**src/rtl/slice_store_pkg.sv**
```systemverilog
package slice_store_pkg;

  typedef struct packed {
    logic latch;
    logic sync;
    logic clkinv;
    logic ce_used;
    logic sr_used;
  } slice_mode_t;

  // set/reset value: select bit high gives 0, low gives 1
  function automatic logic sr_value(input logic sel);
    return ~sel;
  endfunction

  // init value: inverted sense in flip-flop mode, direct in latch mode
  function automatic logic init_value(input logic latch, input logic sel);
    return latch ? sel : ~sel;
  endfunction

endpackage

```
**src/rtl/slice_rst_sync.sv**
```systemverilog
module slice_rst_sync #(
  parameter int STAGES = 2
) (
  input  logic clk,
  input  logic rst_n,
  output logic rst_n_sync
);
  logic [STAGES-1:0] chain;

  always_ff @(posedge clk or negedge rst_n) begin
    if (!rst_n) chain <= '0;
    else        chain <= {chain[STAGES-2:0], 1'b1};
  end

  assign rst_n_sync = chain[STAGES-1];
endmodule

```
**src/rtl/slice_strobe_gen.sv**
```systemverilog
module slice_strobe_gen
  import slice_store_pkg::*;
(
  input  logic        clk,
  input  logic        rst_n,
  input  logic        slk,
  input  logic        ce,
  input  logic        sr,
  input  slice_mode_t mode,
  output logic        strobe,
  output logic        cen,
  output logic        rst_fire
);
  logic eff;
  logic eff_q;
  logic eff_q_nx;

  // effective clock/gate: polarity bit reverses meaning in latch mode
  assign eff = mode.latch ? (slk ^ ~mode.clkinv) : (slk ^ mode.clkinv);

  assign eff_q_nx = eff;

  always_ff @(posedge clk or negedge rst_n) begin
    if (!rst_n) eff_q <= 1'b1;
    else        eff_q <= eff_q_nx;
  end

  always_comb begin
    strobe   = mode.latch ? eff : (eff & ~eff_q);
    cen      = mode.ce_used ? ce : 1'b1;
    rst_fire = (mode.sr_used & sr) & (~mode.sync | strobe);
  end

  // a flip-flop capture strobe lasts exactly one cycle
  assert_edge_single_R2: assert property (@(posedge clk) disable iff (!rst_n)
    (!mode.latch && strobe) |=> (mode.latch || !strobe));

endmodule

```
**src/rtl/slice_store_cell.sv**
```systemverilog
module slice_store_cell
  import slice_store_pkg::*;
#(
  parameter bit IS_SEC = 1'b0
) (
  input  logic clk,
  input  logic rst_n,
  input  logic d,
  input  logic strobe,
  input  logic cen,
  input  logic rst_fire,
  input  logic init_pulse,
  input  logic latch,
  input  logic rst_sel,
  input  logic init_sel,
  output logic q
);
  logic q_r;
  logic q_nx;
  logic off;
  logic rst_v;
  logic init_v;

  if (IS_SEC) begin : g_sec
    assign off = latch;
  end else begin : g_main
    assign off = 1'b0;
  end

  assign rst_v  = sr_value(rst_sel);
  assign init_v = init_value(latch, init_sel);

  always_comb begin
    q_nx = q_r;
    if (off)                 q_nx = 1'b0;
    else if (init_pulse)     q_nx = init_v;
    else if (rst_fire)       q_nx = rst_v;
    else if (strobe && cen)  q_nx = d;
  end

  always_ff @(posedge clk or negedge rst_n) begin
    if (!rst_n) q_r <= 1'b0;
    else        q_r <= q_nx;
  end

  assign q = q_r;

  assert_init_load_R7: assert property (@(posedge clk) disable iff (!rst_n)
    (init_pulse && !off) |=> (q == $past(init_v)));

  assert_rst_load_R5: assert property (@(posedge clk) disable iff (!rst_n)
    (rst_fire && !init_pulse && !off) |=> (q == $past(rst_v)));

  assert_hold_R11: assert property (@(posedge clk) disable iff (!rst_n)
    (!off && !init_pulse && !rst_fire && !(strobe && cen)) |=> $stable(q));

  assert_sec_off_R9: assert property (@(posedge clk) disable iff (!rst_n)
    off |=> (q == 1'b0));

endmodule

```
**src/rtl/slice_store_bank.sv**
```systemverilog
module slice_store_bank
  import slice_store_pkg::*;
#(
  parameter int NMAIN = 4,
  parameter int NSEC  = 4,
  localparam int NUM  = NMAIN + NSEC
) (
  input  logic           clk,
  input  logic           rst_n,
  input  logic           slk,
  input  logic           ce,
  input  logic           sr,
  input  logic           init_pulse,
  input  logic [NUM-1:0] d,
  input  logic           cfg_latch,
  input  logic           cfg_sync,
  input  logic           cfg_clkinv,
  input  logic           cfg_ce_used,
  input  logic           cfg_sr_used,
  input  logic [NUM-1:0] cfg_rst_sel,
  input  logic [NUM-1:0] cfg_init_sel,
  output logic [NUM-1:0] q,
  output logic           cfg_err
);
  slice_mode_t mode;
  logic        rst_n_sync;
  logic        strobe;
  logic        cen;
  logic        rst_fire;

  assign mode = '{latch: cfg_latch, sync: cfg_sync, clkinv: cfg_clkinv,
                  ce_used: cfg_ce_used, sr_used: cfg_sr_used};

  // latch elements cannot take a synchronous set/reset
  assign cfg_err = cfg_latch & cfg_sync;

  slice_rst_sync #(.STAGES(2)) i_rst_sync (
    .clk        (clk),
    .rst_n      (rst_n),
    .rst_n_sync (rst_n_sync)
  );

  slice_strobe_gen i_strobe (
    .clk      (clk),
    .rst_n    (rst_n_sync),
    .slk      (slk),
    .ce       (ce),
    .sr       (sr),
    .mode     (mode),
    .strobe   (strobe),
    .cen      (cen),
    .rst_fire (rst_fire)
  );

  for (genvar i = 0; i < NUM; i++) begin : g_elem
    slice_store_cell #(.IS_SEC(i >= NMAIN)) i_cell (
      .clk        (clk),
      .rst_n      (rst_n_sync),
      .d          (d[i]),
      .strobe     (strobe),
      .cen        (cen),
      .rst_fire   (rst_fire),
      .init_pulse (init_pulse),
      .latch      (cfg_latch),
      .rst_sel    (cfg_rst_sel[i]),
      .init_sel   (cfg_init_sel[i]),
      .q          (q[i])
    );
  end

  assert_sec_bank_off_R9: assert property (@(posedge clk) disable iff (!rst_n_sync)
    cfg_latch |=> (q[NUM-1:NMAIN] == '0));

endmodule

```
**config.mk**
```make
export PLATFORM = sky130hd
export DESIGN_NAME = slice_store_bank
export DESIGN_NICKNAME = d
export VERILOG_FILES = /design/src/rtl/slice_store_pkg.sv /design/src/rtl/slice_rst_sync.sv /design/src/rtl/slice_strobe_gen.sv /design/src/rtl/slice_store_cell.sv /design/src/rtl/slice_store_bank.sv
export SDC_FILE = /design/constraint.sdc
export NUM_CORES = 1
export LEC_CHECK = 0
export ABC_AREA = 1
export BUFFER_PORTS_ARGS = -buffer_cell sky130_fd_sc_hd__buf_2
export CAP_MARGIN = 20
export CORE_MARGIN = 8
export CORE_UTILIZATION = 44
export DETAILED_ROUTE_END_ITERATION = 16
export PLACE_DENSITY = 0.79
export SLEW_MARGIN = 15
export SYNTH_ARGS = -nofsm -noshare
export SYNTH_HDL_FRONTEND = slang
export SYNTH_SLANG_ARGS = --single-unit
```
**constraint.sdc**
```tcl
create_clock -name clk -period 0.96 [get_ports clk]
set_clock_uncertainty 0.15 [all_clocks]
set_input_delay 0.192 -clock clk [delete_from_list [all_inputs] [get_ports clk]]
set_output_delay 0.192 -clock clk [all_outputs]
set_load 0.02 [all_outputs]
```
* Word-level counts from Yosys, hierarchy flattened
Cells that the tools add are included.
** Word-level totals
- Register bits after elaboration :: 11
- Input port bits :: 35
- Output and inout bits :: 9
- Word-level logic and storage cells :: 74
** Operators by class
- Muxes and demuxes :: 35
- Bitwise logic cells :: 26
- Reduce and logical (&&, ||, !) cells :: 3
** Operators by type and width (number)
- $mux 1 :: 35
- $not 1->1 :: 19
- $and 1x1->1 :: 4
- $reduce_bool 4->1 :: 1
- $reduce_bool 3->1 :: 1
- $xor 1x1->1 :: 2
- $logic_and 1x1->1 :: 1
- $or 1x1->1 :: 1

* Depth between registers and ports, before layout
Gate-level depths: netlist of the first run.
- Word-level depth :: 10
- Depth in mapped cells :: 11
- Mapped depth without buffers :: 10

* Hierarchy
Synthesis of the first run repeated with hierarchy kept, for this count alone.
** Second synthesis, totals
- Cell total of the unflattened synthesis :: 140
- Area, all modules :: 847.1 µm²
** Modules (own cells, without submodules)
- slice_store_cell (g_elem[0].i_cell ...) :: instances 4, cells each 17, area an instance 95.1 µm², sequential area each 25.0 µm²
- slice_store_cell (g_elem[4].i_cell ...) :: instances 4, cells each 12, area an instance 73.8 µm², sequential area each 25.0 µm²
- slice_strobe_gen :: instances 1, cells each 19, area an instance 110.1 µm², sequential area each 26.3 µm²
- slice_rst_sync :: instances 1, cells each 3, area an instance 53.8 µm², sequential area each 50.0 µm²
- slice_store_bank :: instances 1, cells each 2, area an instance 7.5 µm², sequential area each 0.0 µm²

* Worst setup path before layout of the first run
Ideal clock, no wire load.
- Path type :: reg-to-reg
- Start :: reg i_strobe.eff_q
- End :: reg g_elem[0].i_cell.q_r
- Library setup time :: 0.117 ns
- Data arrival time :: 1.161 ns
- Data required time :: 0.693 ns
- Slack :: -0.468 ns
- Cell stages (with the launch flop) :: 9
- Buffers on the path :: 1
- Clock period less this slack :: 1.428 ns
- Cells stage by stage :: dfstp_2 > clkinv_1 > nand3_2 > nand3_4 > nand2_4 > nand3_4 > buf_6 > nor2_1 > nor2_1
** Between the ends
- Longest elaborated chain between the ends :: 7
- Elaborated cells between the ends (all ways) :: 9
- Those cells by class :: 3 x mux; 4 x bitwise; 2 x reduce/logical
** RTL lines
- from (decl) :: line slice_strobe_gen.sv:15 : logic eff_q;
- from (signal assigned) :: line slice_strobe_gen.sv:25 : else eff_q <= eff_q_nx;
- $not 1->1 (*) :: line slice_strobe_gen.sv:29 : strobe = mode.latch ? eff : (eff & ~eff_q);
- $and 1x1->1 (*) :: line slice_strobe_gen.sv:29
- $mux 1 (*) :: line slice_strobe_gen.sv:29
- $or 1x1->1 :: line slice_strobe_gen.sv:31 : rst_fire = (mode.sr_used & sr) & (~mode.sync | strobe);
- $and 1x1->1 :: line slice_strobe_gen.sv:31
- $mux 1 :: line slice_store_cell.sv:37 : else if (rst_fire) q_nx = rst_v;
- $mux 1 :: line slice_store_cell.sv:36 : else if (init_pulse) q_nx = init_v;
- to (signal assigned) :: line slice_store_cell.sv:43 : else q_r <= q_nx;
- to (decl) :: line slice_store_cell.sv:18 : logic q_r;
Every way passes the cells marked *; elsewhere a longest branch is shown, timed or not.
A chain may end at the register's enable or synchronous reset.

* Worst setup path in the final report of the first run
- Start :: reg i_strobe.eff_q
- End :: reg g_elem[7].i_cell.q_r
** Between the ends
- Longest elaborated chain between the ends :: 8
- Elaborated cells between the ends (all ways) :: 10
- Those cells by class :: 4 x mux; 4 x bitwise; 2 x reduce/logical
** RTL lines
- $not 1->1 (*) :: line slice_strobe_gen.sv:29
- $and 1x1->1 (*) :: line slice_strobe_gen.sv:29
- $mux 1 (*) :: line slice_strobe_gen.sv:29
- $or 1x1->1 :: line slice_strobe_gen.sv:31
- $and 1x1->1 :: line slice_strobe_gen.sv:31
- $mux 1 :: line slice_store_cell.sv:37
- $mux 1 :: line slice_store_cell.sv:36
- $mux 1 :: line slice_store_cell.sv:35 : if (off) q_nx = 1'b0;
- to (signal assigned) :: line slice_store_cell.sv:43
- to (decl) :: line slice_store_cell.sv:18
Marks and branches as above.

==> results of run 1 <==
[sequential cells by signal, summed over array words and instances (netlist names)]
register and flops:
i_strobe.eff_q 1, i_rst_sync.chain 2, g_elem.i_cell.q 8
[area by class of cell]
cell class | instances | area share
inverters | 12 | 0.0396
clock buffers | 4 | 0.0208
multi-input cells | 85 | 0.377
flip-flops and latches | 11 | 0.219
well taps | 25 | 0.0248
repair buffers | 60 | 0.319
[worst min-delay path by stage]
| stage | startpoint | endpoint | slack, ns | cells past startpoint |
|---|---|---|---|---|
| 2_1_floorplan | rst_n | i_rst_sync.chain[0] | -0.25 | 0 |
| 3_3_place_gp | rst_n | i_rst_sync.chain[1] | -0.17 | 1 |
| 3_5_place_dp | rst_n | i_rst_sync.chain[1] | -0.17 | 1 |
| 4_1_cts | i_rst_sync.chain[1] | g_elem[6].i_cell.q | 0.007 | 0 |
| 5_1_grt | i_rst_sync.chain[1] | g_elem[6].i_cell.q | 0.04 | 0 |
| 6_report | i_rst_sync.chain[1] | g_elem[6].i_cell.q | -0.0003 | 0 |
[timing repair]
item,CTS,global route
resized for setup,22,11
hold buffers,1,0
pin swaps,1,9
setup buffers,6,1
endpoints found under the setup margin,16,16
hold endpoints to repair,2,0
gates cloned,1,0
[cells by family (layout without fill, tap and decap cells)]
family	count (synthesis)	in the layout	share of synthesized area
other cells	1	1	0.00451
simple gates	66	67	0.377
buf+inv	25	76	0.179
xor+xnor	1	1	0.0105
compound gates	16	16	0.0964
flops	11	11	0.333
[power by group]
part / switching [uW] / leakage (uW) / internal (uW)
sequential: 43.8 / 0.000132 / 520
combinational: 301 / 0.000552 / 287
clock: 148 / 0.0000150 / 161
total: 493 / 0.000699 / 968
[through the flow]
step           hold WS, ns  utilization  setup WS, ns
2_1_floorplan       -0.254            -        -0.467
3_3_place_gp        -0.173        0.599        -0.543
3_5_place_dp        -0.173        0.599        -0.572
4_1_cts            0.00663        0.694        -0.531
5_1_grt             0.0369        0.723        -0.656
6_report         -0.000309        0.723        -0.551
[worst register-to-register path: cells and delay by family, from the launching register on]
kind	cells	cell delay (ns)
DFF	1	0.55
buffers and inverters	1	0.04
and+or+nand+nor	7	0.71
[cell usage after synthesis, types with 2 or more instances]
cell type and instances:
buf_4 8, nand3_4 2, o21ai_1 2, o21ai_0 2, nor2_1 16, nand2_1 28
dfrtp_1 10, buf_6 3, inv_1 9, nand3_1 17, a21oi_1 12, clkbuf_1 2
[metal layers]
layer | GRT usage | wire length (um) | vias up
met1 | 0.156 | 990 | 436
met2 | 0.253 | 1300 | 31
met3 | 0.0672 | 192 | 6
met4 | 0.0410 | 39 | 0
li1 | - | - | 483
met5 | 0 | 0 | -
==> impl_metrics.py, run 1 <==
metrics = {
    "outcome": {
        "outcome": "finished, violations left",
        "violations": "hold timing, setup timing",
    },
    "clock_tree": {
        "cts.path.max_buffers": 2,
        "cts_max_level": 1,
        "clkTransAtPathRegs_ns": 0.07,
        "clock_latency_ns": 0.26,
        "cts.sinks": 11,
        "cts_root_buffer": "clkbuf_4",
        "cts_tree": "built",
        "cts-buffers-inserted": 3,
    },
    "placement": {
        "place_hpwl_mm": 1.85,
        "gp_congestion": 0.827,
        "io_buffers": 43,
        "dpl_cell_area_sq_mm": 0.00104,
        "dp_cells": 184,
    },
    "setup_path": {
        "timing.rr.end": "g_elem[7].i_cell.q",
        "crit_chain": "inv_4, nand3_4, nand3_4, nand2_4, nand3_4, nor2_4, nand2_1, nand2_1",
        "required_ns": 1.01,
        "crit_fanout": 7,
        "crit_slowest_cell": "dfstp_2",
        "rr_startpoint": "i_strobe.eff_q",
        "worst_path_most_repeated_cell": "nand3_4",
        "ff2ff_path_depth": 8,
        "cp-end-kind": "flip-flop",
        "path_delay_family": "simple AND/OR/NAND/NOR gates",
        "cp_num_cells": 8,
        "crit_end": "g_elem[7].i_cell.q",
        "reg2reg_slack_ns": -0.55,
        "critPathKind": "reg -> reg",
        "arrival_ns": 1.56,
        "max_stage_delay_ns": 0.55,
        "timing.critical_path.from": "i_strobe.eff_q",
        "start_kind": "flip-flop",
        "cp_num_buf_inv": 1,
    },
    "routing": {
        "antenna_left": 0,
        "route.vias.total": 956,
        "first_pass_iters": 4,
        "vias_per_cell": 4.85,
        "routedWlPerCell_um": 12.8,
        "drc": 0,
        "drtIter0Drc": 15,
        "wl_mm": 2.52,
    },
    "pwr": {
        "ir_worst_vdd_mv": 1.24,
        "power_density_mw_per_mm2": 1160,
        "power_uw": 1460,
        "total_leakage_power_uw": 0.000699,
    },
    "sta": {
        "finalMaxSlewViolations": 0,
        "post-route-min-period_ns": 1.51,
        "setup_viol": 16,
        "finalHoldViolCount": 2,
        "final.setup.tns_ns": -5.65,
        "finalCritPeriodShare": 1.57,
        "fin_ws_ns": -0.551,
        "rsz0062_at_grt": "true",
        "max_freq_ghz": 0.662,
        "holdWs_ns": -0.000309,
    },
    "synth": {
        "synth_top_cell_by_area": "dfrtp_1",
        "synth_ff_type": "dfrtp_1",
        "yosysWarnings": 0,
        "netlist_area_sq_um": 831,
        "syn-mean-instance-area_sq_um": 6.92,
        "syn_inst": 120,
        "syn_nets": 155,
        "ys_types": 21,
        "yosysTopAreaCellShare": 0.301,
        "synth-edff-count": 0,
        "synthTopCellsByArea": "dfrtp_1 (30%), nand2_1 (13%), nand3_1 (10%), a21oi_1 (7.2%), buf_4 (7.2%)",
        "seq_area_frac_synth": 0.333,
        "async_flop_share": 1.00,
        "synth_seq_cells": 11,
    },
    "die": {
        "die_w_um": 59.5,
        "start_util": 0.476,
        "die_h_um": 59.5,
        "die-area_sq_mm": 0.00353,
        "ioPinCount": 44,
        "placement_rows": 15,
        "coreArea_sq_mm": 0.00175,
    },
    "flow_run": {
        "max-cap-violations": 0,
    },
    "final_layout": {
        "design_area_sq_mm": 0.00126,
        "final_cell_mix": "buf_2 (35), nand2_1 (25), nor2_1 (15), nand3_1 (14), buf_4 (14)",
        "multi_input_area_sq_um": 475,
        "final_common_cell": "buf_2",
        "regArea_sq_um": 277,
        "instances_no_fill": 197,
        "nFillCells": 160,
        "drive_gt1_frac": 0.483,
        "syn_to_final_growth_pct": 52.0,
        "final_net_count": 208,
        "diodes": 0,
    },
    "grt": {
        "grt_pass1_vias": 985,
        "grt_pass1_wl_mm": 4.08,
        "grt_use_total": 0.147,
        "grt_overflow": 0,
        "antenna_found_initial": 0,
        "grt_max_degree": 10,
    },
    "hold_path": {
        "hp-class": "reg -> async",
    },
}
Note: power is estimated with default switching activity, not from simulation.
==> inputs of run 2 (changes only) <==
--- a/config.mk
+++ b/config.mk
@@ -11,7 +11,7 @@
 export CORE_MARGIN = 8
 export CORE_UTILIZATION = 44
 export DETAILED_ROUTE_END_ITERATION = 16
-export PLACE_DENSITY = 0.79
+export PLACE_DENSITY = 0.9
 export SLEW_MARGIN = 15
 export SYNTH_ARGS = -nofsm -noshare
 export SYNTH_HDL_FRONTEND = slang
==> impl_metrics.py, run 2 (synthesis gave the netlist of run 1 again) <==
metrics = {
    "outcome": {
        "outcome": "finished, violations left",
        "violations": "hold timing, setup timing",
    },
    "clock_tree": {
        "cts.sinks": 11,
        "cts_max_level": 1,
        "cts.path.max_buffers": 2,
        "cts-buffers-inserted": 3,
        "clkTransAtPathRegs_ns": 0.07,
        "cts_root_buffer": "clkbuf_4",
        "clock_latency_ns": 0.27,
        "cts_tree": "built",
    },
    "setup_path": {
        "critPathKind": "reg -> reg",
        "cp-end-kind": "flip-flop",
        "crit_fanout": 8,
        "required_ns": 1.01,
        "arrival_ns": 1.53,
        "reg2reg_slack_ns": -0.52,
        "start_kind": "flip-flop",
        "rr_startpoint": "i_strobe.eff_q",
        "ff2ff_path_depth": 9,
        "timing.rr.end": "g_elem[3].i_cell.q",
    },
    "routing": {
        "route.vias.total": 940,
        "drtIter0Drc": 12,
        "routedWlPerCell_um": 12.5,
        "vias_per_cell": 4.77,
        "first_pass_iters": 4,
        "antenna_left": 0,
        "drc": 0,
        "wl_mm": 2.45,
    },
    "placement": {
        "gp_congestion": 0.845,
        "place_hpwl_mm": 1.85,
        "dpl_cell_area_sq_mm": 0.00106,
        "io_buffers": 43,
        "dp_slack_ns": -0.577,
    },
    "sta": {
        "rsz0062_at_grt": "true",
        "max_freq_ghz": 0.676,
        "fin_ws_ns": -0.520,
        "finalCritPeriodShare": 1.54,
        "final.setup.tns_ns": -5.36,
        "post-route-min-period_ns": 1.48,
        "setup_viol": 16,
        "holdWs_ns": -0.000634,
        "finalHoldViolCount": 6,
        "finalMaxSlewViolations": 0,
    },
    "grt": {
        "antenna_found_initial": 0,
        "grt_overflow": 0,
        "grt_use_total": 0.142,
        "grt_pass1_wl_mm": 3.95,
        "grt_max_degree": 13,
        "grt_pass1_vias": 972,
    },
    "final_layout": {
        "diodes": 0,
        "nFillCells": 135,
        "final_common_cell": "buf_2",
        "regArea_sq_um": 277,
        "multi_input_area_sq_um": 452,
        "drive_gt1_frac": 0.453,
        "largest_reg_flops": 8,
        "final_net_count": 208,
        "final_cell_mix": "buf_2 (34), nand2_1 (27), nor2_1 (16), nand3_1 (15), buf_4 (14)",
        "design_area_sq_mm": 0.00125,
        "syn_to_final_growth_pct": 50.9,
    },
    "die": {
        "placement_rows": 15,
        "die_h_um": 59.5,
        "die_w_um": 59.5,
        "ioPinCount": 44,
        "start_util": 0.476,
        "coreArea_sq_mm": 0.00175,
        "die-area_sq_mm": 0.00353,
    },
    "pwr": {
        "seqPwrFrac": 0.384,
        "p_sw_uw": 488,
        "internal-power_uw": 981,
        "combPwrFrac": 0.403,
        "switching_share": 0.332,
        "clkPwrFrac": 0.213,
        "total_leakage_power_uw": 0.000697,
        "ir_worst_vdd_mv": 1.03,
        "power_density_mw_per_mm2": 1170,
        "power_uw": 1470,
    },
    "hold_path": {
        "hp-class": "reg -> async",
    },
    "flow_run": {
        "max-cap-violations": 0,
    },
}
run 2: cell type report:
class	count	share of cell area
clock buffer	4	0.0210
inverter	12	0.0399
multi-input combinational	85	0.360
sequential	11	0.221
tap	25	0.0250
timing repair buffer	60	0.333
run 2: per-layer routing:
| metal | GRT usage | up-vias | share of wire |
|---|---|---|---|
| met5 | 0 | - | 0 |
| met4 | 0.0546 | 0 | 0.032 |
| met1 | 0.146 | 412 | 0.37 |
| li1 | - | 479 | - |
| met3 | 0.0542 | 8 | 0.086 |
| met2 | 0.251 | 41 | 0.51 |
run 2: worst max path at each step:
stage                               endpoint  slack (ns)      startpoint  cells after the start
after CTS                 g_elem[0].i_cell.q       -0.53  i_strobe.eff_q                      9
after global routing      g_elem[3].i_cell.q       -0.62  i_strobe.eff_q                      9
after floorplan           g_elem[1].i_cell.q       -0.47  i_strobe.eff_q                      8
final                     g_elem[3].i_cell.q       -0.52  i_strobe.eff_q                      9
after detailed placement  g_elem[5].i_cell.q       -0.58  i_strobe.eff_q                      8
after global placement    g_elem[3].i_cell.q       -0.54  i_strobe.eff_q                      8
run 2: repair_timing:
| action | CTS | global route |
|---|---|---|
| resized for setup | 22 | 6 |
| gates cloned | 1 | 0 |
| buffers inserted | 5 | 2 |
| setup endpoints to repair | 16 | 17 |
| pin swaps | 3 | 10 |
| hold endpoints to repair | 2 | 0 |
| hold buffers | 1 | 0 |
run 2: critical path, cell delays in order (launching register included):
cell     delay (ns)
dfstp_2        0.54
inv_4          0.03
nand3_4        0.07
nand3_4        0.09
buf_6          0.15
nand3_2        0.05
nand2_1        0.04
nor2_1         0.12
nor2_1         0.06
nor2_1         0.10
run 2: stage by stage:
step,instances,utilization
6_report,197,0.718
4_1_cts,195,0.698
3_3_place_gp,184,0.606
3_5_place_dp,184,0.606
5_1_grt,197,0.718
2_1_floorplan,120,-
run 2: power by group through the flow:
| stage | Combinational [uW] | Sequential (uW) | Clock [uW] |
|---|---|---|---|
| floorplan | 331 | 553 | 0 |
| global placement | 430 | 557 | 0 |
| detailed placement | 445 | 560 | 0 |
| CTS | 562 | 561 | 317 |
| global route | 643 | 570 | 345 |
| finish | 593 | 564 | 313 |
==> inputs of run 3 (changes only) <==
--- a/config.mk
+++ b/config.mk
@@ -9,9 +9,9 @@
 export BUFFER_PORTS_ARGS = -buffer_cell sky130_fd_sc_hd__buf_2
 export CAP_MARGIN = 20
 export CORE_MARGIN = 8
-export CORE_UTILIZATION = 44
+export CORE_UTILIZATION = 47
 export DETAILED_ROUTE_END_ITERATION = 16
-export PLACE_DENSITY = 0.9
+export PLACE_DENSITY = 0.94
 export SLEW_MARGIN = 15
 export SYNTH_ARGS = -nofsm -noshare
 export SYNTH_HDL_FRONTEND = slang
==> constraint.sdc (replaced) <==
create_clock -name clk -period 1.9 [get_ports clk]
set_clock_uncertainty 0.15 [all_clocks]
set_input_delay 0.38 -clock clk [delete_from_list [all_inputs] [get_ports clk]]
set_output_delay 0.38 -clock clk [all_outputs]
set_load 0.02 [all_outputs]
==> impl_metrics.py, run 3 (synthesis gave the netlist of run 1 again) <==
metrics = {
    "outcome": {
        "outcome": "finished, violations left",
        "violations": "hold timing",
    },
    "setup_path": {
        "timing.rr.end": "g_elem[6].i_cell.q",
        "reg2reg_slack_ns": 0.25,
        "ff2ff_path_depth": 8,
        "cp-end-kind": "flip-flop",
        "rr_startpoint": "i_strobe.eff_q",
        "critPathKind": "reg -> reg",
        "arrival_ns": 1.71,
        "required_ns": 1.96,
        "crit_fanout": 13,
        "start_kind": "flip-flop",
    },
    "pwr": {
        "total_leakage_power_uw": 0.000588,
        "ir_worst_vdd_mv": 0.328,
        "power_density_mw_per_mm2": 639,
        "power_uw": 641,
    },
    "final_layout": {
        "final_cell_mix": "buf_2 (43), nand2_1 (28), nand3_1 (17), nor2_1 (16), a21oi_1 (12)",
        "final_common_cell": "buf_2",
        "design_area_sq_mm": 0.00100,
        "diodes": 0,
        "drive_gt1_frac": 0.348,
        "final_net_count": 191,
        "instances_no_fill": 172,
        "syn_to_final_growth_pct": 20.6,
        "largest_reg_flops": 8,
    },
    "sta": {
        "post-route-min-period_ns": 1.65,
        "finalCritPeriodShare": 0.870,
        "finalHoldViolCount": 8,
        "setup_viol": 0,
        "rsz0062_at_grt": "false",
        "finalMaxSlewViolations": 0,
        "max_freq_ghz": 0.605,
        "holdWs_ns": -0.00207,
        "final.setup.tns_ns": 0,
    },
    "clock_tree": {
        "cts_max_level": 1,
        "cts.path.max_buffers": 2,
        "clock_latency_ns": 0.27,
        "clkTransAtPathRegs_ns": 0.07,
        "post_cts_buffers": 0,
        "cts.sinks": 11,
        "cts-resized-gates": 0,
        "cts-buffers-inserted": 3,
        "cts_root_buffer": "clkbuf_4",
        "cts_tree": "built",
    },
    "flow_run": {
        "max-cap-violations": 0,
    },
    "grt": {
        "grt_overflow": 0,
        "antenna_found_initial": 0,
        "grt_max_degree": 14,
        "grt_pass1_wl_mm": 3.40,
        "grt_pass1_vias": 838,
        "grt_use_total": 0.127,
    },
    "placement": {
        "dpl_cell_area_sq_um": 966,
        "gp_congestion": 0.800,
        "place_hpwl_mm": 1.73,
        "io_buffers": 43,
        "dp_cells": 167,
    },
    "routing": {
        "first_pass_iters": 4,
        "drc": 0,
        "antenna_left": 0,
        "vias_per_cell": 4.93,
        "drtIter0Drc": 25,
        "routedWlPerCell_um": 12.1,
        "route.vias.total": 848,
        "wl_mm": 2.07,
    },
    "die": {
        "ioPinCount": 44,
        "die_w_um": 58.0,
        "start_util": 0.492,
        "die-area_sq_mm": 0.00337,
        "placement_rows": 15,
        "coreArea_sq_mm": 0.00169,
        "die_h_um": 58.0,
    },
    "hold_path": {
        "hp-class": "reg -> async",
    },
}
-- run 3: changes by cell type in the layout (fill, tap and decap cells not counted), sizes merged --
| cell | previous run | this run |
|---|---|---|
| inv | 12 | 11 |
| buf | 59 | 43 |
| clkinv | 0 | 1 |
| nand3 | 21 | 20 |
-- run 3: final cells by class --
cell class,instances,area (sq um)
fill,161,687
timing repair buffer,44,225
tap,17,21.3
sequential,11,277
clock buffer,4,26.3
inverter,12,47.5
multi-input combinational,84,405
-- run 3: metrics by stage --
stage                util  setup WS [ns]  hold slack [ns]
global placement    0.572          0.225         -0.00183
detailed placement  0.572          0.158           0.0173
finish              0.593          0.248         -0.00207
CTS                 0.593          0.241           0.0212
floorplan               -          0.419          -0.0656
global route        0.593         0.0774           0.0397
-- run 3: worst max-delay path by stage --
stage | slack, ns | start | end
2_1_floorplan | 0.42 | cfg_latch | g_elem[1].i_cell.q
3_3_place_gp | 0.23 | cfg_latch | g_elem[6].i_cell.q
3_5_place_dp | 0.16 | cfg_latch | g_elem[4].i_cell.q
4_1_cts | 0.24 | i_strobe.eff_q | g_elem[6].i_cell.q
5_1_grt | 0.08 | i_strobe.eff_q | g_elem[7].i_cell.q
6_report | 0.25 | i_strobe.eff_q | g_elem[6].i_cell.q
-- run 3: per-layer routing --
metal	vias up	track usage	part of all wire	routed length (um)
li1	442	-	-	-
met5	-	0	0	0
met2	34	0.220	0.51	1060
met1	369	0.138	0.41	859
met4	0	0.0594	0.0048	10
met3	3	0.0397	0.071	147
-- run 3: worst max-delay path: stages, from the launching register on --
cell	delay, ns
dfstp_2	0.52
clkinv_1	0.06
nand3_2	0.10
nand3_4	0.15
nand2_4	0.13
nand3_4	0.14
nor2_2	0.19
nand2_1	0.07
nand2_1	0.07
-- run 3: report_power, final --
| group | leakage (uW) | total (uW) | switching, uW | internal [uW] |
|---|---|---|---|---|
| registers | 0.000132 | 277 | 15.2 | 262 |
| clock network | 0.0000150 | 161 | 79.4 | 81.4 |
| logic | 0.000441 | 203 | 123 | 79.6 |
| total | 0.000588 | 641 | 218 | 423 |
-- run 3: timing repair --
| item | in CTS | in global routing |
|---|---|---|
| hold endpoints to repair | 2 | 0 |
| hold buffers | 1 | 0 |
| endpoints found under the setup margin | 0 | 0 |
